===== config.mk =====
export PLATFORM = sky130hd
export DESIGN_NAME = rx_addr_filter
export DESIGN_NICKNAME = d
export VERILOG_FILES = /design/src/rtl/rxf_pkg.sv /design/src/rtl/rxf_cfg_shadow.sv /design/src/rtl/rxf_hash_fold.sv /design/src/rtl/rxf_hash_lookup.sv /design/src/rtl/rxf_station_cmp.sv /design/src/rtl/rx_addr_filter.sv
export SDC_FILE = /design/constraint.sdc
export NUM_CORES = 1
export LEC_CHECK = 0
export ABC_AREA = 1
export BUFFER_PORTS_ARGS = -buffer_cell sky130_fd_sc_hd__buf_4
export CELL_PAD_IN_SITES_DETAIL_PLACEMENT = 0
export CELL_PAD_IN_SITES_GLOBAL_PLACEMENT = 2
export CORE_MARGIN = 5
export CORE_UTILIZATION = 30
export CTS_CLUSTER_DIAMETER = 100
export CTS_CLUSTER_SIZE = 14
export DETAILED_ROUTE_END_ITERATION = 16
export GPL_TIMING_DRIVEN = 1
export PLACE_DENSITY = 0.87
export SYNTH_ARGS = -nofsm -noshare
export SYNTH_HDL_FRONTEND = slang
export SYNTH_SLANG_ARGS = --single-unit

===== constraint.sdc =====
create_clock -name clk -period 2.6 [get_ports clk]
set_input_delay 0.52 -clock clk [delete_from_list [all_inputs] [get_ports clk]]
set_output_delay 0.52 -clock clk [all_outputs]
set_load 0.05 [all_outputs]

===== src/rtl/rxf_pkg.sv =====
package rxf_pkg;

  localparam int ADDR_W   = 48;
  localparam int SLICE_W  = 6;
  localparam int TBL_W    = 32;
  localparam int LO_W     = 32;
  localparam int HI_W     = ADDR_W - LO_W;
  localparam int NUM_STA  = 2;
  localparam int CTRL_W   = 4;

  // control bit positions
  localparam int CB_STA0  = 0;
  localparam int CB_STA1  = 1;
  localparam int CB_HUNI  = 2;
  localparam int CB_BCAST = 3;

  typedef struct packed {
    logic [NUM_STA-1:0][ADDR_W-1:0] sta;
    logic [TBL_W-1:0]               tbl_hi;
    logic [TBL_W-1:0]               tbl_lo;
    logic [CTRL_W-1:0]              ctrl;
  } rxf_cfg_t;

endpackage


===== src/rtl/rxf_cfg_shadow.sv =====
module rxf_cfg_shadow
  import rxf_pkg::*;
(
  input  logic     clk,
  input  logic     rst,
  input  rxf_cfg_t cfg_in,
  output rxf_cfg_t cfg_q
);

  always_ff @(posedge clk) begin
    if (rst) cfg_q <= '0;
    else     cfg_q <= cfg_in;
  end

endmodule


===== src/rtl/rxf_hash_fold.sv =====
module rxf_hash_fold #(
  parameter int ADDR_W  = 48,
  parameter int SLICE_W = 6
) (
  input  logic [ADDR_W-1:0]  addr,
  output logic [SLICE_W-1:0] idx
);

  localparam int NSLICE = ADDR_W / SLICE_W;

  logic [SLICE_W-1:0] acc [NSLICE+1];

  assign acc[0] = '0;

  for (genvar g = 0; g < NSLICE; g++) begin : g_fold
    assign acc[g+1] = acc[g] ^ addr[g*SLICE_W +: SLICE_W];
  end

  assign idx = acc[NSLICE];

endmodule


===== src/rtl/rxf_hash_lookup.sv =====
module rxf_hash_lookup #(
  parameter int SLICE_W = 6,
  parameter int TBL_W   = 32
) (
  input  logic [SLICE_W-1:0] idx,
  input  logic [TBL_W-1:0]   tbl_lo,
  input  logic [TBL_W-1:0]   tbl_hi,
  output logic               hit
);

  localparam int SEL_W = SLICE_W - 1;

  logic [SEL_W-1:0] bit_sel;
  logic [TBL_W-1:0] word;

  assign bit_sel = idx[SEL_W-1:0];

  always_comb begin
    word = idx[SLICE_W-1] ? tbl_hi : tbl_lo;
    hit  = word[bit_sel];
  end

endmodule


===== src/rtl/rxf_station_cmp.sv =====
module rxf_station_cmp #(
  parameter int ADDR_W  = 48,
  parameter int NUM_STA = 2
) (
  input  logic [ADDR_W-1:0]               addr,
  input  logic [NUM_STA-1:0][ADDR_W-1:0]  sta,
  input  logic [NUM_STA-1:0]              en,
  output logic                            hit
);

  logic [NUM_STA-1:0] each;

  for (genvar s = 0; s < NUM_STA; s++) begin : g_sta
    assign each[s] = en[s] && (addr == sta[s]);
  end

  assign hit = |each;

endmodule


===== src/rtl/rx_addr_filter.sv =====
module rx_addr_filter
  import rxf_pkg::*;
#(
  parameter int LEN_W   = 16,
  parameter int MIN_LEN = 12
) (
  input  logic              clk,
  input  logic              rst,
  input  logic              frm_valid,
  input  logic [ADDR_W-1:0] frm_dst,
  input  logic [LEN_W-1:0]  frm_len,
  input  logic [LO_W-1:0]   sta0_lo,
  input  logic [HI_W-1:0]   sta0_hi,
  input  logic [LO_W-1:0]   sta1_lo,
  input  logic [HI_W-1:0]   sta1_hi,
  input  logic [TBL_W-1:0]  grp_tbl_lo,
  input  logic [TBL_W-1:0]  grp_tbl_hi,
  input  logic [CTRL_W-1:0] filt_ctrl,
  output logic              dec_valid,
  output logic              dec_accept
);

  rxf_cfg_t cfg_d, cfg_q;

  always_comb begin
    cfg_d.sta[0] = {sta0_hi, sta0_lo};
    cfg_d.sta[1] = {sta1_hi, sta1_lo};
    cfg_d.tbl_lo = grp_tbl_lo;
    cfg_d.tbl_hi = grp_tbl_hi;
    cfg_d.ctrl   = filt_ctrl;
  end

  rxf_cfg_shadow u_shadow (
    .clk    (clk),
    .rst    (rst),
    .cfg_in (cfg_d),
    .cfg_q  (cfg_q)
  );

  logic               sta_hit;
  logic [SLICE_W-1:0] hidx;
  logic               tbl_hit;
  logic               bcast_hit;
  logic               hash_hit;
  logic               len_ok;
  logic               keep;

  rxf_station_cmp #(.ADDR_W(ADDR_W), .NUM_STA(NUM_STA)) u_sta (
    .addr (frm_dst),
    .sta  (cfg_q.sta),
    .en   ({cfg_q.ctrl[CB_STA1], cfg_q.ctrl[CB_STA0]}),
    .hit  (sta_hit)
  );

  rxf_hash_fold #(.ADDR_W(ADDR_W), .SLICE_W(SLICE_W)) u_fold (
    .addr (frm_dst),
    .idx  (hidx)
  );

  rxf_hash_lookup #(.SLICE_W(SLICE_W), .TBL_W(TBL_W)) u_lookup (
    .idx    (hidx),
    .tbl_lo (cfg_q.tbl_lo),
    .tbl_hi (cfg_q.tbl_hi),
    .hit    (tbl_hit)
  );

  always_comb begin
    bcast_hit = cfg_q.ctrl[CB_BCAST] && (&frm_dst);
    hash_hit  = tbl_hit && (cfg_q.ctrl[CB_HUNI] || frm_dst[0]);
    len_ok    = (frm_len >= LEN_W'(MIN_LEN));
    keep      = len_ok && (sta_hit || bcast_hit || hash_hit);
  end

  always_ff @(posedge clk) begin
    if (rst) begin
      dec_valid  <= 1'b0;
      dec_accept <= 1'b0;
    end else begin
      dec_valid  <= frm_valid;
      dec_accept <= frm_valid && keep;
    end
  end

endmodule


==> Yosys cells after proc, flatten, opt, wreduce, memory -nomap -nowiden <==
Cells that the tools add are included.
{ "totals": {"in_bits": 231, "elab_cells": 32, "register_bits": 166} }
{ "classes": {"reduce_logical": 11, "eq_ne": 2, "muxes": 3, "bitwise": 7, "magnitude_cmp": 2} }
{ "op_table": {"columns": ["cell", "count"], "rows": [
  ["$eq 48x48->1", 2],
  ["$reduce_and 48->1", 1],
  ["$xor 6x6->6", 7],
  ["$mux 32", 1],
  ["$ge 16x4->1 const B", 1],
  ["$logic_and 1x1->1", 6],
  ["$lt 5x6->1 const B", 1],
  ["$bmux 1 s5", 1],
  ["$logic_or 1x1->1", 3],
  ["$reduce_or 2->1", 1],
  ["$mux 1", 1]
]} }

==> Logic depth before layout (Yosys ltp) <==
Gate-level depths: netlist (run 1).
{ "depth": {"depth_word": 14, "depth_mapped": 20, "depth_no_buf": 19} }

==> By module <==
A second synthesis (run 1) with hierarchy kept.
{ "unflattened": {"hier_cells": 1325, "hier_area_um2": 8244.2} }
{ "by_module_without_submodules": {"columns": ["mod", "seq_area_each_um2", "cells_per_inst", "area_per_inst_um2", "instances"], "rows": [
  ["rxf_cfg_shadow", 3283.1, 510, 4724.5, 1],
  ["rxf_station_cmp", 0.0, 430, 1742.9, 1],
  ["rxf_hash_fold", 0.0, 168, 788.3, 1],
  ["rxf_hash_lookup", 0.0, 152, 696.9, 1],
  ["rx_addr_filter", 40.0, 65, 291.5, 1]
]} }

==> Least setup slack after synthesis (run 1) <==
Ideal clock, no wire load.
{ "synth_timing": {"kind": "input-to-reg", "start": "in frm_dst[30]", "end": "reg dec_accept", "arrival_ps": 1824, "setup_time_ps": 116, "path_stages": 17, "required_time_ps": 2484, "path_slack_ps": 660, "cell_sequence": "inv_1 -> nor2_1 -> o21ai_0 -> nand2_1 -> inv_1 -> nand2_1 -> nand2_2 -> clkinv_2 -> buf_6 -> nand3_1 -> nand3_1 -> nand3_1 -> nand3_1 -> nand3_1 -> nand2_1 -> nand2_1 -> a21oi_2"} }
{ "synth_between": {"elab_chain_cells": 9, "word_cells_on_any_way": 17, "classes_between": "eq/ne: 2; mux: 2; bitwise: 3; reduce/logical: 10"} }
{ "synth_rtl": {"columns": ["element", "line", "source"], "rows": [
  ["start: declaration", "rx_addr_filter.sv:10", "input logic [ADDR_W-1:0] frm_dst,"],
  ["$xor 6x6->6 (3 in a row)", "rxf_hash_fold.sv:16", "assign acc[g+1] = acc[g] ^ addr[g*SLICE_W +: SLICE_W];"],
  ["$bmux 1 s5", "rxf_hash_lookup.sv:20", "hit = word[bit_sel];"],
  ["$mux 1 (not written as such)", "rxf_hash_lookup.sv:20", null],
  ["$logic_and 1x1->1", "rx_addr_filter.sv:69", "hash_hit = tbl_hit && (cfg_q.ctrl[CB_HUNI] || frm_dst[0]);"],
  ["$logic_or 1x1->1 *", "rx_addr_filter.sv:71", "keep = len_ok && (sta_hit || bcast_hit || hash_hit);"],
  ["$logic_and 1x1->1 *", "rx_addr_filter.sv:71", null],
  ["$logic_and 1x1->1 *", "rx_addr_filter.sv:80", "dec_accept <= frm_valid && keep;"],
  ["end signal: assignment", "rx_addr_filter.sv:80", null],
  ["end: declaration", "rx_addr_filter.sv:20", "output logic dec_accept"]
]} }
Mark *: on every way between the ends. The rest lies on a longest branch, timed or not. The select of a mux whose other input is x is not followed.
A chain may end at the register's enable or synchronous reset.

==> Worst setup path in the final report (run 1) <==
{ "layout_timing": {"start": "in frm_dst[13]", "end": "reg dec_accept"} }
{ "layout_between": {"elab_chain_cells": 12, "word_cells_on_any_way": 20, "classes_between": "eq/ne: 2; mux: 2; bitwise: 6; reduce/logical: 10"} }
{ "layout_rtl": {"columns": ["element", "line"], "rows": [
  ["$xor 6x6->6 (6 in a row)", "rxf_hash_fold.sv:16"],
  ["$bmux 1 s5", "rxf_hash_lookup.sv:20"],
  ["$mux 1 (not written as such)", "rxf_hash_lookup.sv:20"],
  ["$logic_and 1x1->1", "rx_addr_filter.sv:69"],
  ["$logic_or 1x1->1 *", "rx_addr_filter.sv:71"],
  ["$logic_and 1x1->1 *", "rx_addr_filter.sv:71"],
  ["$logic_and 1x1->1 *", "rx_addr_filter.sv:80"]
]} }
Marks and branches as above.

==> results of run 1 <==
[worst min-delay path by stage]
stage                      startpoint                   to  slack [ns]  cells past startpoint
floorplan           u_shadow.cfg_q[2]           dec_accept        0.54                      3
global placement    u_shadow.cfg_q[2]           dec_accept        0.59                      3
detailed placement  u_shadow.cfg_q[2]           dec_accept        0.59                      3
CTS                        sta0_hi[4]  u_shadow.cfg_q[104]        0.26                      3
global route              sta0_lo[10]   u_shadow.cfg_q[78]        0.27                      3
finish                     sta0_lo[5]   u_shadow.cfg_q[73]        0.28                      3
[routing by layer]
| metal | part of all wire | vias to the layer above |
|---|---|---|
| met5 | 0 | - |
| met4 | 0.023 | 0 |
| met3 | 0.071 | 28 |
| met2 | 0.48 | 208 |
| met1 | 0.42 | 3009 |
| li1 | - | 3566 |
[through the flow]
stage / setup WS, ns / power [mW] / area, µm² / utilization
2_1_floorplan: 0.660 / 3.48 / 7380 / -
3_3_place_gp: 0.115 / 4.06 / 9500 / 0.392
3_5_place_dp: 0.110 / 4.06 / 9500 / 0.392
4_1_cts: 0.580 / 6.57 / 10100 / 0.415
5_1_grt: 0.373 / 6.81 / 10100 / 0.415
6_report: 0.608 / 6.47 / 10100 / 0.415
[worst max-delay path, stage by stage]
cell and delay (ns):
buf_4 0.12, inv_1 0.13, nand2_1 0.07, nand2_1 0.07, xor2_1 0.26, inv_1 0.07
nand2_1 0.08, nand2_1 0.05, nand2_1 0.06, nand2_2 0.11, inv_2 0.17, nand3_1 0.12
nand3_1 0.11, nand3_1 0.08, nand3_1 0.10, nand2_1 0.06, nand2_1 0.08, a21oi_2 0.05
[flip-flops by register name, indices dropped and copies added, names as in the netlist]
signal / count
dec_accept: 1
dec_valid: 1
u_shadow.cfg_q: 164
[kinds of logic after synthesis]
logic type,share of synthesized area
DFF,0.450
buffers and inverters,0.149
and+or+nand+nor,0.276
AOI/OAI and AO/OA,0.0508
xor gates and xnor gates,0.0734
[cell usage in the layout (no fill, tap or decap), drive strengths merged]
cell type,n
a211oi,2
a21oi,2
a221o,2
a221oi,7
a22o,1
and3,1
buf,245
bufinv,1
clkbuf,18
clkinv,5
clkinvlp,2
dfxtp,166
inv,263
nand2,135
nand3,79
nand3b,21
nand4,13
nor2,187
nor3,4
nor4,16
o2111a,1
o2111ai,2
o21ai,25
o22ai,15
o41ai,1
or2,4
xnor2,20
xor2,41
[Yosys cell counts, types with 2 or more instances]
library cell and n:
a211oi_1 2, a221o_1 2, a221oi_1 7, buf_1 5, buf_2 8, buf_6 2
clkbuf_1 13, dfxtp_1 166, inv_1 249, inv_2 7, nand2_1 128, nand2_2 5
nand2_4 2, nand3_1 77, nand3b_1 21, nand4_1 13, nor2_1 187, nor3_1 4
nor4_1 16, o2111ai_1 2, o21ai_0 25, o22ai_1 15, or2_2 4, xnor2_1 20
xor2_1 40
[report_power, final]
group / total, mW / switching [mW] / leakage [nW] / internal [mW]
registers: 2.74 / 0.0544 / 1.38 / 2.68
clock network: 2.50 / 1.15 / 0.276 / 1.35
logic: 1.24 / 0.683 / 3.70 / 0.558
[area by class of cell]
type	count	area share
repair buffers	245	0.184
flip-flops and latches	166	0.330
clock buffers	18	0.0426
clock inverters	14	0.0138
multi-input cells	579	0.294
well taps	324	0.0403
inverters	257	0.0959
==> results.yml, run 1 <==
grt:
  grt_pass1_wl_mm: 37.2
  grt_busiest_layer: "met2"
  grt.total_usage: 0.173
  grtUsageMet2: 0.295
  grt_max_degree: 77
  grt_use_met3: 0.0555
  gr-total-overflow: 0
  grt_antenna_before_repair: 0
  grt_use_met1: 0.209
  first_global_vias: 6829
sta:
  rsz0062_at_grt: "no"
  fin_crit_ns: 1.99
  drv_slew: 0
  max_freq_mhz: 502
  hold_ws_ns: 0.283
  setup-violations-final: 0
  tightest_slew_ns: 0.472
  setup_tns_ns: 0
  slew_headroom: 0.685
  fin_skew_ns: 0.00742
  layout_worst_path_cycle_share: 0.766
  hold_viol: 0
logic_synthesis:
  synth-main-ff-cell: "dfxtp_1"
  synth_top_area_share: 0.450
  synth.area.top_cells: "dfxtp_1 45%, inv_1 13%, nor2_1 9.5%"
  synth-seq-area-share: 0.450
  async_reset_ff_frac: 0
  postSynthAreaPerCell_um2: 7.16
  synth_enable_flop_cells: 0
  synth_warnings: 0
  synth_nets: 1262
  yosysTopAreaCell: "dfxtp_1"
  netlist_instances: 1031
  ys_types: 36
  synthesis.area_um2: 7380
  synth-seq-cells: 166
power:
  p_per_area_nw_per_um2: 643
  p_leak_nw: 5.36
  ir_worst_vdd_mv: 0.299
cells_and_area:
  num_antenna_cells: 0
  multiInputGateArea_um2: 2960
  area_delta_synth_final_pct: 36.4
  regArea_um2: 3320
  drive_gt1_frac: 0.234
  stdcell_count: 1603
  fillers: 2627
  nets: 1497
floorplan:
  die_h_um: 167
  pin_count: 233
  coreArea_um2: 24200
  initial_core_util: 0.304
  dieArea_um2: 27800
  dieWidth_um: 167
  num_rows: 57
clocking:
  cts_tree: "yes"
  clk_pin_slew_worst_paths_ns: 0.07
  root_buffer: "clkbuf_16"
  cts_max_level: 4
  cts_sinks: 166
  numCtsBuffers: 17
  post_cts_buffers: 0
  clock_latency_ns: 0.43
  cts-resized-gates: 0
  clockBufferDepth: 2
  postCtsHoldBufs: 0
detailed_routing:
  drtIter0Drc: 320
  drc: 0
  drt-pass1-iter-count: 4
  dr_total_vias: 6811
  ant_nets: 0
  wl_mm: 24.4
  post_drt_via_cell_ratio: 4.25
  wl_per_cell_um: 15.2
worst_setup_path:
  critPathKind: "in2reg"
  r2r-start: "u_shadow.cfg_q[77]"
  worstReg2RegEnd: "dec_accept"
  cp_max_fo: 8
  cp.required_ns: 2.92
  endpoint: "dec_accept"
  ff2ff_setup_slack_ns: 0.70
  rr_worst_depth: 11
  critPathCaptureType: "flip-flop"
  cp-start-kind: "input pin"
  crit_arrival_ns: 2.31
  setup.worst_path.start: "frm_dst[13]"
status:
  status: "finished clean"
flow_run:
  max-cap-violations: 0
min_path:
  min_path_type: "in2reg"
place:
  dp_cells: 1571
  dp_hpwl_mm: 19.6
  port-buffer-count: 230
  gp_congestion: 0.899
(Power assumes the default switching activity.)
==> run 2: changes to the inputs <==
- CORE_UTILIZATION: 30 -> 27
- PLACE_DENSITY: 0.87 -> 0.8
- clock period: 2.6 -> 1.9 ns (I/O delays scaled with it)
==> run 2 against run 1 <==
Compared with the run above:
- flip-flop and latch count unchanged
- combinational power up 54%
- clock skew up 0.0040 ns
- clock-buffer cell count down 1
- first-iteration DRC count down 17%
- sequential power up 37%
- die area up 10%
==> results.yml, run 2 (synthesis gave the netlist of run 1 again) <==
status:
  status: "finished clean"
cells_and_area:
  largest_reg_flops: 164
  num_antenna_cells: 0
  multiInputGateArea_um2: 2990
  area_delta_synth_final_pct: 44.9
  top_regs: "u_shadow.cfg_q: 164 flops, dec_accept: 1 flops, dec_valid: 1 flops"
  nets: 1562
  regArea_um2: 3320
  fillers: 2906
  drive_gt1_frac: 0.274
  utilization: 0.397
  regMostFlops: "u_shadow.cfg_q"
  final_common_cell: "buf_4"
  final_cell_mix: "302 x buf_4, 249 x inv_1, 186 x nor2_1"
grt:
  gr-total-overflow: 0
  grt_pass1_wl_mm: 39.3
  grt_max_degree: 70
  first_global_vias: 7329
  grt.total_usage: 0.167
  grt_antenna_before_repair: 1
flow_run:
  max-cap-violations: 0
worst_setup_path:
  rr_worst_depth: 9
  ff2ff_setup_slack_ns: 0.16
  critPathKind: "reg2reg"
  worstReg2RegEnd: "dec_accept"
  crit_arrival_ns: 2.10
  r2r-start: "u_shadow.cfg_q[156]"
  cp.required_ns: 2.26
  cp_max_fo: 1
  critPathCaptureType: "flip-flop"
  cp-start-kind: "flip-flop"
power:
  p_leak_nw: 5.71
  ir_worst_vdd_mv: 0.515
  power.total_mw: 9.10
  p_per_area_nw_per_um2: 851
clocking:
  postCtsHoldBufs: 0
  numCtsBuffers: 17
  cts_max_level: 4
  clk_pin_slew_worst_paths_ns: 0.07
  cts_sinks: 166
  root_buffer: "clkbuf_16"
  clockBufferDepth: 2
  cts_tree: "yes"
  clock_latency_ns: 0.43
sta:
  tightest_slew_ns: 0.407
  fin_skew_ns: 0.0114
  max_freq_mhz: 574
  fin_crit_ns: 1.74
  hold_ws_ns: 0.148
  hold_viol: 0
  slew_headroom: 0.725
  setup-violations-final: 0
  drv_slew: 0
  setup_tns_ns: 0
  layout_worst_path_cycle_share: 0.917
floorplan:
  die_h_um: 175
  pin_count: 233
  initial_core_util: 0.274
  coreArea_um2: 27000
  num_rows: 60
  dieArea_um2: 30800
  dieWidth_um: 175
detailed_routing:
  drtIter0Drc: 266
  ant_nets: 0
  drt-pass1-iter-count: 4
  drc: 0
  post_drt_via_cell_ratio: 4.14
  dr_total_vias: 6970
  wl_mm: 25.8
  wl_per_cell_um: 15.3
place:
  port-buffer-count: 230
  dp_hpwl_mm: 21.2
  gp_congestion: 0.842
min_path:
  worstHoldStart: "sta0_lo[21]"
  holdPathStages: 3
  min_path_type: "in2reg"
  hold_path_end: "u_shadow.cfg_q[89]"
[run 2: how the worst max path moves through the flow]
stage | startpoint | endpoint | slack [ns]
finish | u_shadow.cfg_q[156] | dec_accept | 0.16
global route | frm_dst[41] | dec_accept | -0.006
CTS | u_shadow.cfg_q[77] | dec_accept | 0.1
detailed placement | frm_dst[36] | dec_accept | -0.32
global placement | frm_dst[14] | dec_accept | -0.26
floorplan | frm_dst[30] | dec_accept | 0.1
[run 2: repair_timing]
action,CTS,global route
gates resized for setup,1,7
buffers inserted,0,1
setup endpoints to repair,1,1
pin swaps,0,2
gates cloned,0,1
[run 2: critical path: stages, from the launching register on]
cell and delay, ns:
dfxtp_1 0.31, xor2_1 0.14, nor4_1 0.36, nand4_1 0.12
nor4_1 0.20, buf_4 0.16, nand4_1 0.06, nor2_1 0.10
nor2_1 0.08, a21oi_2 0.15
[run 2: final cells by class]
cell class | instances | share of cell area
inverters | 257 | 0.0904
well taps | 341 | 0.0399
clock buffers | 17 | 0.0398
clock inverters | 13 | 0.0139
multi-input cells | 579 | 0.279
flip-flops and latches | 166 | 0.311
repair buffers | 310 | 0.226
[run 2: per-layer routing]
metal  vias to the layer above  part of all wire  GRT usage
met2                       193              0.48      0.283
met3                        29             0.064     0.0476
met4                         2             0.023     0.0527
li1                       3696                 -          -
met5                         -           0.00077          0
met1                      3050              0.43      0.205
[run 2: through the flow]
step           instances  worst slack (ns)  instance area (µm²)
6_report            1683             0.157                10700
5_1_grt             1683          -0.00638                10700
4_1_cts             1681            0.0996                10600
3_5_place_dp        1651            -0.319                10100
3_3_place_gp        1651            -0.258                10100
2_1_floorplan       1031            0.0998                 7380
[run 2: power breakdown]
group | switching (mW) | internal, mW | total [mW]
clock | 1.50 | 1.94 | 3.44
combinational | 0.985 | 0.923 | 1.91
sequential | 0.0813 | 3.67 | 3.75
